<file path="src/rtl/wpt_unit.sv">
module wpt_unit #(
  parameter int AW   = 32,
  parameter int DW   = 32,
  parameter int CNTW = 16
) (
  input  logic                             clk,
  input  logic                             rst_n,
  input  logic                             cfg_we,
  input  logic [4:0]                       cfg_addr,
  input  logic [((AW > DW) ? AW : DW)-1:0] cfg_wdata,
  input  logic                             if_valid,
  input  logic [AW-1:0]                    if_addr,
  input  logic                             ls_valid,
  input  logic [AW-1:0]                    ls_addr,
  input  logic [DW-1:0]                    ls_data,
  output logic [5:0]                       wp_out,
  output logic                             brk_req
);
  localparam int RW = (AW > DW) ? AW : DW;
  localparam int NC = 8;
  localparam int NW = 6;

  logic [RW-1:0]   refv [NC];
  logic [2*NC-1:0] cond;
  logic [7:0]      wpen;
  logic [NW-1:0]   brken;
  logic [CNTW-1:0] cnt  [NW];
  logic [RW-1:0]   opnd [NC];
  logic [NC-1:0]   hit;
  logic [NW-1:0]   wp_now;
  logic [NW-1:0]   fire;

  function automatic logic cmp(input logic [RW-1:0] v, input logic [RW-1:0] r,
                               input logic [1:0] c);
    case (c)
      2'b00:   return v == r;
      2'b01:   return v != r;
      2'b10:   return v < r;
      default: return v > r;
    endcase
  endfunction

  always_ff @(posedge clk or negedge rst_n) begin
    if (!rst_n) begin
      for (int k = 0; k < NC; k++) refv[k] <= '0;
      cond  <= '0;
      wpen  <= '0;
      brken <= '0;
    end else if (cfg_we) begin
      if (cfg_addr < 5'(NC)) refv[cfg_addr[2:0]] <= cfg_wdata;
      else if (cfg_addr == 5'd8)  cond  <= cfg_wdata[2*NC-1:0];
      else if (cfg_addr == 5'd9)  wpen  <= cfg_wdata[7:0];
      else if (cfg_addr == 5'd10) brken <= cfg_wdata[NW-1:0];
    end
  end

  for (genvar k = 0; k < NC; k++) begin : g_cmp
    if (k < 4) begin : g_if
      assign opnd[k] = RW'(if_addr);
    end else if (k < 6) begin : g_la
      assign opnd[k] = RW'(ls_addr);
    end else begin : g_ld
      assign opnd[k] = RW'(ls_data);
    end
    assign hit[k] = cmp(opnd[k], refv[k], cond[2*k +: 2]);
  end

  for (genvar i = 0; i < 4; i++) begin : g_iwp
    assign wp_now[i] = if_valid & wpen[i] & hit[i];
  end
  for (genvar j = 0; j < 2; j++) begin : g_lwp
    assign wp_now[4+j] = ls_valid & wpen[4+j] & hit[4+j] & (~wpen[6+j] | hit[6+j]);
  end

  for (genvar i = 0; i < NW; i++) begin : g_cnt
    logic reload;
    logic count;
    assign reload  = cfg_we && (cfg_addr == 5'(16 + i));
    assign count   = wp_now[i] & brken[i] & ~reload;
    assign fire[i] = count & (cnt[i] <= CNTW'(1));
    always_ff @(posedge clk or negedge rst_n) begin
      if (!rst_n)                       cnt[i] <= '0;
      else if (reload)                  cnt[i] <= cfg_wdata[CNTW-1:0];
      else if (count && cnt[i] != '0)   cnt[i] <= cnt[i] - CNTW'(1);
    end
  end

  always_ff @(posedge clk or negedge rst_n) begin
    if (!rst_n) begin
      wp_out  <= '0;
      brk_req <= 1'b0;
    end else begin
      wp_out  <= wp_now;
      brk_req <= |fire;
    end
  end
endmodule


</file>
<file path="config.mk">
export PLATFORM = sky130hd
export DESIGN_NAME = wpt_unit
export DESIGN_NICKNAME = d
export VERILOG_FILES = /design/src/rtl/wpt_unit.sv
export SDC_FILE = /design/constraint.sdc
export NUM_CORES = 1
export LEC_CHECK = 0
export BUFFER_PORTS_ARGS = -buffer_cell sky130_fd_sc_hd__buf_4
export CAP_MARGIN = 0
export CORE_MARGIN = 5
export CORE_UTILIZATION = 62
export DETAILED_ROUTE_END_ITERATION = 8
export PLACE_DENSITY = 0.81
export SKIP_CTS_REPAIR_TIMING = 1
export SYNTH_ARGS = -nofsm -noshare
export SYNTH_HDL_FRONTEND = slang
export SYNTH_SLANG_ARGS = --single-unit
</file>
<file path="constraint.sdc">
create_clock -name clk -period 4.5 [get_ports clk]
set_input_delay 0.225 -clock clk [delete_from_list [all_inputs] [get_ports clk]]
set_output_delay 0.225 -clock clk [all_outputs]
set_load 0.05 [all_outputs]
</file>
# ---- After elaboration in Yosys (flattened, before gate mapping)
# Cells that the tools add are included.
dict set report totals {
  out_inout_bits 7
  elab_cells 198
  ff_bits 389
}
dict set report classes {
  muxes 23
  reduce_logical 38
  order_cmp 25
  n_bitwise 46
  n_addsub 6
  eq_ne 41
}
# cell count
set ops {}
lappend ops {{bitwise mux 256 bit} 1}
lappend ops {{equality test 32 bit} 8}
lappend ops {{> comparator 32 bit} 8}
lappend ops {{less-than comparator 32 bit} 8}
lappend ops {{inequality test 32 bit} 8}
lappend ops {{2-to-1 mux 16 bit} 12}
lappend ops {{demux 32 bit (select 3 bit)} 1}
lappend ops {{less-or-equal comparator 16 x 1 -> 1 bit, second input constant} 6}
lappend ops {{nonzero test 16 bit} 6}
lappend ops {{subtractor 16 x 1 -> 16 bit, second input constant} 6}
lappend ops {{bitwise AND 1 bit} 32}
lappend ops {{2-to-1 mux 32 bit} 1}
lappend ops {{equality test 5 bit, second input constant} 6}
lappend ops {{case mux 1 bit (3 select lines)} 8}
lappend ops {{equality test 2 x 1 -> 1 bit, second input constant} 8}
lappend ops {{equality test 2 bit, second input constant} 8}
lappend ops {{zero test 2 bit} 8}
lappend ops {{equality test 5 x 4 -> 1 bit, second input constant} 3}
lappend ops {{logical AND 1 bit} 13}
lappend ops {{nonzero test 2 bit} 6}
lappend ops {{inverter 1 bit} 11}
lappend ops {{OR reduction 6 bit} 1}
lappend ops {{less-than comparator 5 x 4 -> 1 bit, second input constant} 1}
lappend ops {{AND reduction 5 bit} 1}
lappend ops {{7 further kinds} 8}

# ---- Logic depth before layout (Yosys ltp)
dict set report depth {
  ltp_word 9
  mapped_depth 14
}

# ---- Worst setup path before layout
# OpenSTA, ideal clock, no wires.
dict set report synth_path {
  kind {reg-to-reg}
  from {reg refv[145] in the netlist's numbering}
  to {reg cnt[47] in the netlist's numbering}
  period_less_slack_ns 3.155
  arrival_ns 3.073
  setup_time_ns 0.082
  path_slack_ns 1.345
  stages_incl_launch_ff 12
  path_cell_list {dfrtp_1 -> inv_1 -> ha_1 -> a21o_1 -> a221o_1 -> a22o_1 -> a2111o_1 -> o41ai_2 -> o21ai_2 -> or4_4 -> or3_1 -> a31oi_1}
}
dict set report synth_between {
  elab_chain_cells 7
}
# element line_no
set synth_rtl {}
lappend synth_rtl {{from (decl)} 23} ;# logic [RW-1:0] refv [NC];
lappend synth_rtl {{from (signal, indexed assignment)} 50} ;# if (cfg_addr < 5'(NC)) refv[cfg_addr[2:0]] <= cfg_wdata;
lappend synth_rtl {{> comparator 32 bit (tied with other cells)} 39} ;# default: return v > r;
lappend synth_rtl {{case mux 1 bit (3 select lines) (*)} 35} ;# case (c)
lappend synth_rtl {{bitwise AND 1 bit (*)} 69} ;# assign wp_now[i] = if_valid & wpen[i] & hit[i];
lappend synth_rtl {{bitwise AND 1 bit (*) (2 in a row)} 79} ;# assign count = wp_now[i] & brken[i] & ~reload;
lappend synth_rtl {{logical AND 1 bit (*)} 84} ;# else if (count && cnt[i] != '0) cnt[i] <= cnt[i] - CNTW'(1);
lappend synth_rtl {{nonzero test 2 bit (no line) (*)} n/a}
lappend synth_rtl {{to (signal, indexed assignment)} 83} ;# else if (reload) cnt[i] <= cfg_wdata[CNTW-1:0];
lappend synth_rtl {{to (decl)} 27} ;# logic [CNTW-1:0] cnt [NW];
# Every way passes the cells marked *; elsewhere a longest branch is shown, timed or not.
# A chain may end at the register's enable or synchronous reset.

# ---- Worst setup path after layout
dict set report layout_path {
  from {reg refv[255] in the netlist's numbering}
  to {reg cnt[93] in the netlist's numbering}
}
dict set report layout_between {
  elab_chain_cells 7
}
# element line_no
set layout_rtl {}
lappend layout_rtl {{> comparator 32 bit (tied with other cells)} 39}
lappend layout_rtl {{case mux 1 bit (3 select lines) (*)} 35}
lappend layout_rtl {{bitwise AND 1 bit (*)} 69}
lappend layout_rtl {{named net wp_now[0]} 30} ;# logic [NW-1:0] wp_now;
lappend layout_rtl {{bitwise AND 1 bit (*) (2 in a row)} 79}
lappend layout_rtl {{logical AND 1 bit (*)} 84}
lappend layout_rtl {{nonzero test 2 bit (no line) (*)} n/a}
# The timed path passes the listed nets; every way through them passes the cells marked *.

==> impl_metrics.env <==
export IMPL_dieArea_um2=41300
export IMPL_cts_inserted_buffers=42
export IMPL_critical_path_arrival_ps=4530
export IMPL_first_pass_grt_wire_length_mm=96.7
export IMPL_timing_setup_tns_ps=0
export IMPL_areaGrowthSynthToFinish_pct=13.5
export IMPL_worst_setup_path_end_kind="flip-flop"
export IMPL_final_cell_mix="dfrtp_1 (389), inv_1 (277), ha_1 (268)"
export IMPL_synth_seq_area_share=0.420
export IMPL_post_route_cells_drive_above_1_share=0.190
export IMPL_wl_per_cell_um=20.5
export IMPL_finish_utilization=0.716
export IMPL_synth_top_family_by_area="adder cells"
export IMPL_starting_density_of_the_core=0.631
export IMPL_yosys_area_share_xor_xnor=0.0219
export IMPL_rsz0062_at_grt="false"
export IMPL_nFillCells=2602
export IMPL_std_cell_rows=70
export IMPL_tritoncts="done"
export IMPL_result_of_the_run="finished, violations left"
export IMPL_syn_warnings=0
export IMPL_postPlaceCellArea_um2=24700
export IMPL_clock_tree_htree_level_count=2
export IMPL_async_s_r_ff_share_synth=1.00
export IMPL_clk_transition_reported_paths_ps=60
export IMPL_drt_iter0_drc=1505
export IMPL_syn_cell_area_um2=23200
export IMPL_globalRouteTotalUtil=0.292
export IMPL_synth_cell_type_count=61
export IMPL_clock_sink_count=389
export IMPL_synth_top_area_share=0.420
export IMPL_maxCapViolations=0
export IMPL_peakVddDrop_v=0.000346
export IMPL_fin_worst_skew_ps=13.6
export IMPL_portBuffers=144
export IMPL_dieWidth_um=203
export IMPL_period_share=0.900
export IMPL_cts_root_to_sink_buffers=3
export IMPL_antenna_left=0
export IMPL_timing_final_ws_setup_ps=448
export IMPL_timing_slew_headroom=0.316
export IMPL_grt_overflow=0
export IMPL_place_worst_setup_slack_ps=617
export IMPL_detail_route_wirelength_mm=61.1
export IMPL_netlist_top_cells_area="dfrtp_1 (42%), ha_1 (14%), mux2_2 (11%), inv_1 (4.5%), a21oi_1 (3.3%)"
export IMPL_number_of_optimization_iterations_in_the_first_detailed_route_pass=6
export IMPL_cts_root_buf="clkbuf_16"
export IMPL_timing_worst_setup_path_type="reg2reg"
export IMPL_routabilityCongestion=0.906
export IMPL_synth_enable_flop_cells=0
export IMPL_syn_instance_count=2335
export IMPL_leakagePower_nw=12.4
export IMPL_power_per_cell_area_nw_per_um2=440
export IMPL_first_global_vias=18553
export IMPL_max_slew_worst_pin_slew_ps=1030
export IMPL_postSynth_topFlopCell="dfrtp_1"
export IMPL_netlist_top_cell_by_area="dfrtp_1"
export IMPL_pin_count_of_the_biggest_net_entering_global_routing=150
export IMPL_fraction_of_the_mapped_netlist_area_in_compound_gates=0.109
export IMPL_core_um2=36700
export IMPL_timing_critical_path_from_type="flip-flop"
export IMPL_layout_min_cycle_time_ps=4050
export IMPL_synthMuxAreaShare=0.115
export IMPL_place_detailed_hpwl_mm=42.4
export IMPL_chipHeight_um=203
export IMPL_hold_ws_ps=-13.8
export IMPL_timing_final_max_slew_violations=0
export IMPL_insertedDiodeCount=0
export IMPL_syn_mean_instance_area_um2=9.92
export IMPL_synth_fa_ha_area_frac=0.145
export IMPL_setup_viol=0
export IMPL_initial_antenna_violation_count=0
export IMPL_timing_critical_path_fanout_max=21
export IMPL_postSynthNetCount=2741
export IMPL_failing_checks="negative hold slack"
export IMPL_io_pin_count=145
export IMPL_yosys_register_bits=389
export IMPL_synthSimpleGateAreaFrac=0.132
export IMPL_hold_path_class="in2reg"
export IMPL_route_detailed_drc=0
export IMPL_final_layout_net_count=2879
export IMPL_worst_path_required_ps=4970
export IMPL_finish_instance_area_um2=26300
export IMPL_vias=18209
export IMPL_layout_commonest_cell="dfrtp_1"
export IMPL_final_hold_violation_count=4
export IMPL_maximum_clock_frequency_ghz=0.247
export IMPL_viasPerCell=6.13
export IMPL_clock_insertion_delay_worst_skew_ps=570
## synth_stat cells, types with 8 or more instances
master    count
or3_1        30
nor2_1      122
o31ai_1       8
ha_1        268
and3_1       10
nor4_1       31
o211ai_1     18
xor2_1       34
xnor2_1      24
nand3b_1      9
buf_1        21
or4_1        12
a21oi_1     151
a21o_1       37
nand2_1     176
nor2b_1      22
and2_1        8
nor3_1       34
dfrtp_1     389
mux2_2      231
inv_1       277
clkbuf_1     52
nand4_1      66
a31oi_1      21
nand2b_1     11
o21ai_0     119
a221o_1       8
nand3_1      56
## metal layers
layer | vias to the layer above | GRT usage | part of all wire
met4 | 0 | 0.123 | 0.044
met5 | - | 0 | 0
met3 | 177 | 0.0439 | 0.065
met2 | 619 | 0.479 | 0.47
li1 | 8508 | - | -
met1 | 8905 | 0.391 | 0.42
## state kept, by name (all words and copies together), names as in the netlist
signal and cells:
refv 256, wp_out 6, wpen 8, brken 6, brk_req 1, cond 16, cnt 96
## report_power, final
part | leakage [nW] | switching (W) | internal (W) | total, W
Sequential | 4.82 | 0.000515 | 0.00428 | 0.00480
Clock | 0.727 | 0.00146 | 0.00227 | 0.00373
Combinational | 6.89 | 0.00164 | 0.00138 | 0.00302
Total | 12.4 | 0.00362 | 0.00793 | 0.0116
## path summary, 6_finish.rpt
| path | slack (ps) | to | depth (start not counted) | from |
|---|---|---|---|---|
| max reg2reg | 450 | cnt[93] | 11 | refv[255] |
| max in group asynchronous | 2950 | refv[150] | 3 | rst_n |
| max | 450 | cnt[93] | 11 | refv[255] |
| min reg2reg | 500 | wpen[6] | 1 | wpen[6] |
| min | -10 | refv[153] | 3 | cfg_wdata[25] |
| min in group asynchronous | 250 | refv[116] | 2 | rst_n |
## stage by stage
stage               power, W  instances
floorplan            0.00682       2335
global placement     0.00757       2888
detailed placement   0.00779       2888
CTS                   0.0116       2963
global route          0.0122       2972
finish                0.0116       2972
## logic make-up (layout without fill, tap and decap cells)
logic type,after synthesis,in the layout
AO/OA/AOI/OAI,417,417
XOR/XNOR,58,58
adder cells (fa/ha/maj),268,268
buffers and inverters,354,523
flip-flops,389,389
multiplexers,236,236
AND/OR/NAND/NOR,613,613
## critical path, stage by stage (launching register included)
cell and delay [ps]:
dfrtp_1 350, inv_1 60, ha_1 280, nand4_1 160, nor4_1 420, nor3b_1 600
o31a_1 250, o21ai_0 90, a31oi_2 490, nand2_1 480, or4_1 610, a31oi_1 170
## final cells by class
type | instances | area, um2 | share of cell area
Sequential cell | 389 | 9730 | 0.371
Clock buffer | 56 | 1190 | 0.0455
Tap cell | 468 | 586 | 0.0223
Timing Repair Buffer | 171 | 1340 | 0.0510
Clock inverter | 19 | 283 | 0.0108
Inverter | 277 | 1040 | 0.0396
Multi-Input combinational cell | 1592 | 12100 | 0.460
Power figures use the tool's default switching activity.
